### src/rtl/rx_stat_pkg.sv
package rx_stat_pkg;
  localparam int unsigned DEF_ERR_W  = 8;
  localparam int unsigned DEF_BYTE_W = 16;
  localparam int unsigned DEF_NUM    = 3;
  localparam int unsigned DEF_WARN   = 192;

  typedef enum logic {BC_IDLE = 1'b0, BC_FRAME = 1'b1} bc_state_e;
endpackage

### src/rtl/sat_err_counter.sv
module sat_err_counter #(
  parameter int unsigned W    = 8,
  parameter int unsigned WARN = 192
) (
  input  logic         clk_i,
  input  logic         rst_ni,
  input  logic         evt_i,
  input  logic         clr_i,
  output logic [W-1:0] cnt_o,
  output logic         warn_o
);
  localparam logic [W-1:0] MAX_V  = {W{1'b1}};
  localparam logic [W-1:0] WARN_V = W'(WARN);

  logic [W-1:0] cnt_q;

  always_ff @(posedge clk_i or negedge rst_ni) begin
    if (!rst_ni)               cnt_q <= '0;
    else if (clr_i)            cnt_q <= evt_i ? W'(1) : '0;
    else if (evt_i && cnt_q != MAX_V) cnt_q <= cnt_q + W'(1);
  end

  assign cnt_o  = cnt_q;
  assign warn_o = (cnt_q >= WARN_V);

  p_step_r1: assert property (@(posedge clk_i) disable iff (!rst_ni)
    (evt_i && !clr_i && cnt_q != MAX_V) |=> cnt_q == $past(cnt_q) + W'(1));
  p_sat_hold_r2: assert property (@(posedge clk_i) disable iff (!rst_ni)
    (cnt_q == MAX_V && !clr_i) |=> cnt_q == MAX_V);
  p_clear_r3: assert property (@(posedge clk_i) disable iff (!rst_ni)
    (clr_i && !evt_i) |=> cnt_q == '0);
  p_rd_evt_r4: assert property (@(posedge clk_i) disable iff (!rst_ni)
    (clr_i && evt_i) |=> cnt_q == W'(1));
endmodule

### src/rtl/rx_byte_counter.sv
module rx_byte_counter
  import rx_stat_pkg::*;
#(
  parameter int unsigned W = 16
) (
  input  logic         clk_i,
  input  logic         rst_ni,
  input  logic         byte_vld_i,
  input  logic         sof_i,
  input  logic         eof_i,
  output logic [W-1:0] cnt_o
);
  localparam logic [W-1:0] MAX_V = {W{1'b1}};

  bc_state_e    state_q;
  logic [W-1:0] cnt_q;
  logic         cnt_en;

  assign cnt_en = byte_vld_i && (state_q == BC_FRAME);

  always_ff @(posedge clk_i or negedge rst_ni) begin
    if (!rst_ni) begin
      state_q <= BC_IDLE;
    end else if (sof_i && !eof_i) begin
      state_q <= BC_FRAME;
    end else if (eof_i) begin
      state_q <= BC_IDLE;
    end
  end

  // sof restarts the count; the sof byte itself is counted
  always_ff @(posedge clk_i or negedge rst_ni) begin
    if (!rst_ni)                          cnt_q <= '0;
    else if (sof_i)                       cnt_q <= byte_vld_i ? W'(1) : '0;
    else if (cnt_en && cnt_q != MAX_V)    cnt_q <= cnt_q + W'(1);
  end

  assign cnt_o = cnt_q;

  p_sof_restart_r6: assert property (@(posedge clk_i) disable iff (!rst_ni)
    (sof_i && byte_vld_i) |=> cnt_q == W'(1));
  p_idle_hold_r7: assert property (@(posedge clk_i) disable iff (!rst_ni)
    (state_q == BC_IDLE && !sof_i) |=> $stable(cnt_q));
  p_sat_r8: assert property (@(posedge clk_i) disable iff (!rst_ni)
    (cnt_q == MAX_V && !sof_i) |=> cnt_q == MAX_V);
endmodule

### src/rtl/warn_irq_gen.sv
module warn_irq_gen #(
  parameter int unsigned N = 3
) (
  input  logic [N-1:0] warn_i,
  output logic         irq_o
);
  assign irq_o = |warn_i;
endmodule

### src/rtl/rx_stat_counters.sv
module rx_stat_counters
  import rx_stat_pkg::*;
#(
  parameter int unsigned ERR_W   = DEF_ERR_W,
  parameter int unsigned BYTE_W  = DEF_BYTE_W,
  parameter int unsigned NUM_ERR = DEF_NUM,
  parameter int unsigned WARN    = DEF_WARN,
  localparam int unsigned SEL_W  = $clog2(NUM_ERR + 1)
) (
  input  logic               clk_i,
  input  logic               rst_ni,
  input  logic [NUM_ERR-1:0] err_evt_i,
  input  logic               byte_vld_i,
  input  logic               sof_i,
  input  logic               eof_i,
  input  logic               rd_en_i,
  input  logic [SEL_W-1:0]   rd_sel_i,
  output logic [BYTE_W-1:0]  rd_data_o,
  output logic               irq_o
);
  localparam logic [SEL_W-1:0] BYTE_SEL = SEL_W'(NUM_ERR);

  logic [ERR_W-1:0]   err_cnt [NUM_ERR];
  logic [NUM_ERR-1:0] warn;
  logic [NUM_ERR-1:0] clr;
  logic [BYTE_W-1:0]  byte_cnt;

  for (genvar k = 0; k < NUM_ERR; k++) begin : g_err
    assign clr[k] = rd_en_i && (rd_sel_i == SEL_W'(k));

    sat_err_counter #(.W(ERR_W), .WARN(WARN)) u_cnt (
      .clk_i  (clk_i),
      .rst_ni (rst_ni),
      .evt_i  (err_evt_i[k]),
      .clr_i  (clr[k]),
      .cnt_o  (err_cnt[k]),
      .warn_o (warn[k])
    );

    p_isolated_r9: assert property (@(posedge clk_i) disable iff (!rst_ni)
      (!err_evt_i[k] && !clr[k]) |=> $stable(err_cnt[k]));
  end

  rx_byte_counter #(.W(BYTE_W)) u_bytes (
    .clk_i      (clk_i),
    .rst_ni     (rst_ni),
    .byte_vld_i (byte_vld_i),
    .sof_i      (sof_i),
    .eof_i      (eof_i),
    .cnt_o      (byte_cnt)
  );

  warn_irq_gen #(.N(NUM_ERR)) u_irq (
    .warn_i (warn),
    .irq_o  (irq_o)
  );

  always_comb begin
    rd_data_o = '0;
    if (rd_sel_i == BYTE_SEL) rd_data_o = byte_cnt;
    for (int k = 0; k < NUM_ERR; k++) begin
      if (rd_sel_i == SEL_W'(k)) rd_data_o = BYTE_W'(err_cnt[k]);
    end
  end

  // irq can only rise after some error event
  p_irq_cause_r5: assert property (@(posedge clk_i) disable iff (!rst_ni)
    $rose(irq_o) |-> $past(|err_evt_i));
  // a read of the byte counter never disturbs it
  p_byte_rd_keep_r6: assert property (@(posedge clk_i) disable iff (!rst_ni)
    (rd_en_i && rd_sel_i == BYTE_SEL && !sof_i && !byte_vld_i) |=> $stable(byte_cnt));
endmodule

### config.mk
export PLATFORM = sky130hd
export DESIGN_NAME = rx_stat_counters
export DESIGN_NICKNAME = d
export VERILOG_FILES = /design/src/rtl/rx_stat_pkg.sv /design/src/rtl/sat_err_counter.sv /design/src/rtl/rx_byte_counter.sv /design/src/rtl/warn_irq_gen.sv /design/src/rtl/rx_stat_counters.sv
export SDC_FILE = /design/constraint.sdc
export NUM_CORES = 1
export LEC_CHECK = 0
export CORE_UTILIZATION = 45
export DETAILED_ROUTE_END_ITERATION = 8
export PLACE_DENSITY = 0.63
export SLEW_MARGIN = 20
export SYNTH_ARGS = -nofsm -noshare
export SYNTH_HDL_FRONTEND = slang
export SYNTH_SLANG_ARGS = --single-unit
### constraint.sdc
create_clock -name clk_i -period 4.09 [get_ports clk_i]
set_clock_uncertainty 0.1 [all_clocks]
set_input_delay 0.6135 -clock clk_i [delete_from_list [all_inputs] [get_ports clk_i]]
set_output_delay 0.6135 -clock clk_i [all_outputs]
set_load 0.05 [all_outputs]
; After elaboration in Yosys (flattened, before gate mapping)
; Cells that the tools add are included.
[word_totals]
ff_bits = 41
input_bits = 11
output_inout_bits = 17
word_cells = 54
[op_classes]
add_sub_neg = 4
order_cmp = 3
eq_ne = 7
muxes = 18
n_reduce_logical = 17
[ops]
columns = op, count
row1 = $mux W16, 6
row2 = $mux W8, 6
row3 = $add A8 B1 Y8 const B, 3
row4 = $ge A8 B8 Y1 const B, 3
row5 = $ne A8 B8 Y1 const B, 3
row6 = $add A16 B1 Y16 const B, 1
row7 = $ne A16 B16 Y1 const B, 1
row8 = $reduce_bool A2 Y1, 5
row9 = $logic_and A1 B1 Y1, 9
row10 = $mux W1, 6
row11 = $eq A2 B2 Y1 const B, 2
row12 = $reduce_or A3 Y1, 1
row13 = $eq A2 B1 Y1 const B, 1
row14 = $logic_not A2 Y1, 1
row15 = $logic_not A1 Y1, 1

; Depth between registers and ports, before layout
; Gate-level depths: netlist of the first run.
[logic_depth]
depth_word = 5
mapped_depth = 6
mapped_depth_nobuf = 5

; Cells and area by module
; A second synthesis of the first run with hierarchy kept.
[hier_totals]
hier_cells = 285
area_unflattened_um2 = 2672.6
[by_module_without_submodules]
columns = module, instances, cells_per_inst, area_per_inst_um2, seq_area_each_um2
row1 = sat_err_counter, 3, 52, 465.4, 200.2
row2 = rx_byte_counter, 1, 105, 987.2, 425.4
row3 = rx_stat_counters, 1, 23, 282.8, 0.0
row4 = warn_irq_gen, 1, 1, 6.3, 0.0

; Least setup slack after synthesis of the first run
; Ideal clock, no wire load.
[synth_path]
path_kind = input-to-output
start = input rd_sel_i[0]
end = output rd_data_o[2]
t_arrival_ns = 1.687
required_time_ns = 3.377
setup_slack_ns = 1.689
cell_stages = 2
path_buffers = 1
path_cell_list = buf_2 mux4_1
[synth_via]
elab_chain_cells = 5
word_cells_on_any_way = 8
classes_between = eq/ne (3) / mux (4) / reduce/logical (1)
[synth_rtl]
columns = item, line_no
row1 = from (decl), rx_stat_counters.sv:17  ; input logic [SEL_W-1:0] rd_sel_i,
row2 = $eq A2 B2 Y1, rx_stat_counters.sv:60  ; if (rd_sel_i == BYTE_SEL) rd_data_o = byte_cnt;
row3 = $mux W16, rx_stat_counters.sv:60
row4 = $mux W16 (2 in a row), rx_stat_counters.sv:62  ; if (rd_sel_i == SEL_W'(k)) rd_data_o = BYTE_W'(err_cnt[k]);
row5 = $mux W16 (*), rx_stat_counters.sv:62
row6 = to (decl), rx_stat_counters.sv:18  ; output logic [BYTE_W-1:0] rd_data_o,
; Every way passes the cells marked *; elsewhere a longest branch is shown, timed or not.

; Worst setup path after layout of the first run
; Ends and elaborated chain as after synthesis.

==> run_results.csv, run 1 <==
group,metric,value,unit
run_status,status,"complete, no violations",
route,final_antenna_net_count,0,
layout,drive_above_1_share,11.6,%
cts,clock-sinks,41,
logic_synthesis,yosys.cell_count.top_type,"sky130_fd_sc_hd__dfrtp_1",
floorplanning,chipHeight,77.8,µm
layout,diodes,0,
cts,postCtsSetupBuffers,0,
layout,non_filler_instance_count_after_layout,364,
place,placement.setup.worst_slack,0.535,ns
timing,worstMarginPinSlew,0.948,ns
timing,timing.final.crit_share,86.3,%
floorplanning,die_area,6050,µm²
logic_synthesis,post_synth_main_area_contributors,"sky130_fd_sc_hd__dfrtp_1, sky130_fd_sc_hd__mux4_2, sky130_fd_sc_hd__nor2_1, sky130_fd_sc_hd__and3_1, sky130_fd_sc_hd__a21oi_1",
timing,max_slew_margin,36.8,%
place,place_congestion,0.846,
grt,first_global_vias,2103,
route,drt_iter0_markers,127,
timing,setup_total_negative_slack,0,ns
cts,cts-htree-levels,2,
power,peak_supply_drop,0.000241,V
grt,antenna_found_initial,0,
layout,synthToLayoutAreaGrowth,17.3,%
critical_path,cp_max_fo,10,
place,postPlaceCellArea,2900,µm²
grt,grt_overflow,0,
logic_synthesis,ys_ff_latch,41,
timing,max_freq,0.283,GHz
route,route.vias.total,2180,
logic_synthesis,synth.cell_area,2590,µm²
layout,final_nets,306,
critical_path,classification_of_the_worst_setup_path,"input pin to output port",
job,max_cap_violations,0,
route,detail_route.drc_violations,0,
critical_path,critical_path_arrival,2.81,ns
cts,clk_pin_slew_worst_paths,0.08,ns
power,p_per_area,386,nW/µm²
route,vias_per_cell,5.99,
grt,grt_start_max_net_pins,42,
grt,grt_overall_usage,21.8,%
power,leakage,0.00124,µW
timing,grt_setup_unrepaired,"no",
cts,cts.path.max_buffers,2,
critical_path,worst_setup_path_end_kind,"output port",
route,routed_wl,5820,µm
critical_path,cp_data_required_time,3.38,ns
floorplanning,die-width,77.8,µm
cts,cts_root_buffer,"sky130_fd_sc_hd__clkbuf_8",
cts,cts_made_buffers,5,
logic_synthesis,yosysSeqAreaShare,39.7,%
logic_synthesis,yosysWarningCount,0,
logic_synthesis,syn_area_per_cell,9.69,µm²
cts,cts_hold_repair.buffers,0,
timing,report.final.hold_viol_count,0,
logic_synthesis,synth_top_flop_cell,"sky130_fd_sc_hd__dfrtp_1",
place,detailedPlacementHpwl,4150,µm
place,numPortBuffers,27,
logic_synthesis,synth.distinct_cells,52,
layout,fin_area,3030,µm²
logic_synthesis,netlist.area_leader.share,39.7,%
timing,finalSetupViolCount,0,
logic_synthesis,syn-instance-count,267,
critical_path,critPathLaunchType,"input pin",
floorplanning,floorplan.initialDensity,47.0,%
logic_synthesis,synth_fp_nets,282,
grt,grt_first_pass_wirelength,10200,µm
cts,cts-resized-gates,0,
worst_hold_path,timing.hold.worst.class,"input pin to asynchronous set/reset pin",
logic_synthesis,dominant_cell_type_by_area_after_synthesis,"sky130_fd_sc_hd__dfrtp_1",
timing,finalCriticalPeriod,3.53,ns
logic_synthesis,number_of_synthesized_flops_with_an_enable_pin,0,
cts,worst_skew_pair.late_latency,0.30,ns
floorplanning,floorplan.core_area,5510,µm²
place,place_inst,356,
route,wire_per_inst,16.0,µm
route,dr.pass1.iters,4,
floorplanning,boundaryPins,28,
logic_synthesis,post_synth_most_frequent_cells,"sky130_fd_sc_hd__dfrtp_1, sky130_fd_sc_hd__nor2_1, sky130_fd_sc_hd__nand2_1",
logic_synthesis,async_reset_ff_share,100,%
floorplanning,core.rowCount,27,
cts,tritoncts,"done",
timing,maxSlewViolCount,0,
timing,final.setup.worst_slack,0.562,ns
## power breakdown
group          leakage [µW]  total [µW]  switching (µW)  internal, µW
sequential         0.000551         533            78.6           454
clock             0.0000681         391             148           243
combinational      0.000621         247             137           110
total               0.00124        1170             364           806
## per-stage QoR
stage,hold slack [ns],total power [µW],util [%]
final,0.345,1170,55.1
after CTS,0.389,1180,55.1
after global placement,0.396,789,52.7
after floorplan,0.218,700,-
after global routing,0.439,1240,55.1
after detailed placement,0.417,791,52.7
## registers in the layout (all words and copies together), names as in the netlist
name               count
u_bytes.cnt_o         16
u_bytes.state_q        1
g_err.u_cnt.cnt_o     24
## routing by layer
layer | GRT usage, % | vias up | routed length [µm]
met4 | 5.66 | 0 | 38
li1 | - | 1078 | -
met3 | 3.88 | 5 | 153
met1 | 28.0 | 1070 | 2740
met2 | 37.5 | 27 | 2880
met5 | 0 | - | 0
## worst paths after layout
check                                      start                       to  slack, ns  cells past startpoint
worst max register to register  u_bytes.cnt_o[1]         u_bytes.cnt_o[1]       1.65                      5
worst min-delay path                      rst_ni  g_err[0].u_cnt.cnt_o[1]       0.34                      1
worst max-delay path                 rd_sel_i[0]             rd_data_o[2]       0.56                      3
min in group clk_i               u_bytes.state_q          u_bytes.state_q       0.42                      2
max in group asynchronous                 rst_ni         u_bytes.cnt_o[3]       2.93                      1
worst min register to register   u_bytes.state_q          u_bytes.state_q       0.42                      2
## worst max-delay path: stages
cell and delay [ns]:
sky130_fd_sc_hd__clkdlybuf4s50_1 0.87, sky130_fd_sc_hd__mux4_1 0.62, sky130_fd_sc_hd__clkdlybuf4s50_1 0.71
## layout by cell type, fill, tap and decap left out, drive strengths merged, types with 4 or more instances in the layout
master / n
mux2: 4
nand2: 18
clkdlybuf4s50: 26
nor3: 9
nand3: 14
nor4: 5
a311oi: 5
dfrtp: 41
nor2: 24
and3: 13
ha: 4
clkbuf: 5
xor2: 5
o21ai: 10
and4: 5
nand4: 13
inv: 5
mux4: 8
o211ai: 5
or3: 7
a31oi: 6
buf: 4
a21oi: 16
## layout make-up
class	instances	area (µm²)
timing repair buffer	30	288
clock inverter	3	65.1
clock buffer	5	68.8
multi-input combinational	208	1480
sequential	41	1030
fill	507	2470
tap	72	90.1
inverter	5	18.8
## kinds of logic (layout without fill, tap and decap cells)
group	count (synthesis)	count (layout)	share of synthesized area, %
buffers and inverters	18	43	3.19
AND/OR/NAND/NOR	126	126	28.5
flip-flops	41	41	39.7
multiplexers	15	15	10.0
XOR/XNOR	8	8	2.71
adder cells (fa/ha/maj)	4	4	1.94
AO/OA/AOI/OAI	55	55	14.0
Power figures use the tool's default switching activity.
==> run 2, diff against run 1 <==
CAP_MARGIN = 0   (was unset)
HOLD_SLACK_MARGIN = 0.08   (was unset)
==> results of run 2 <==
The final DEF is identical to that of run 1; final timing and power are the same.
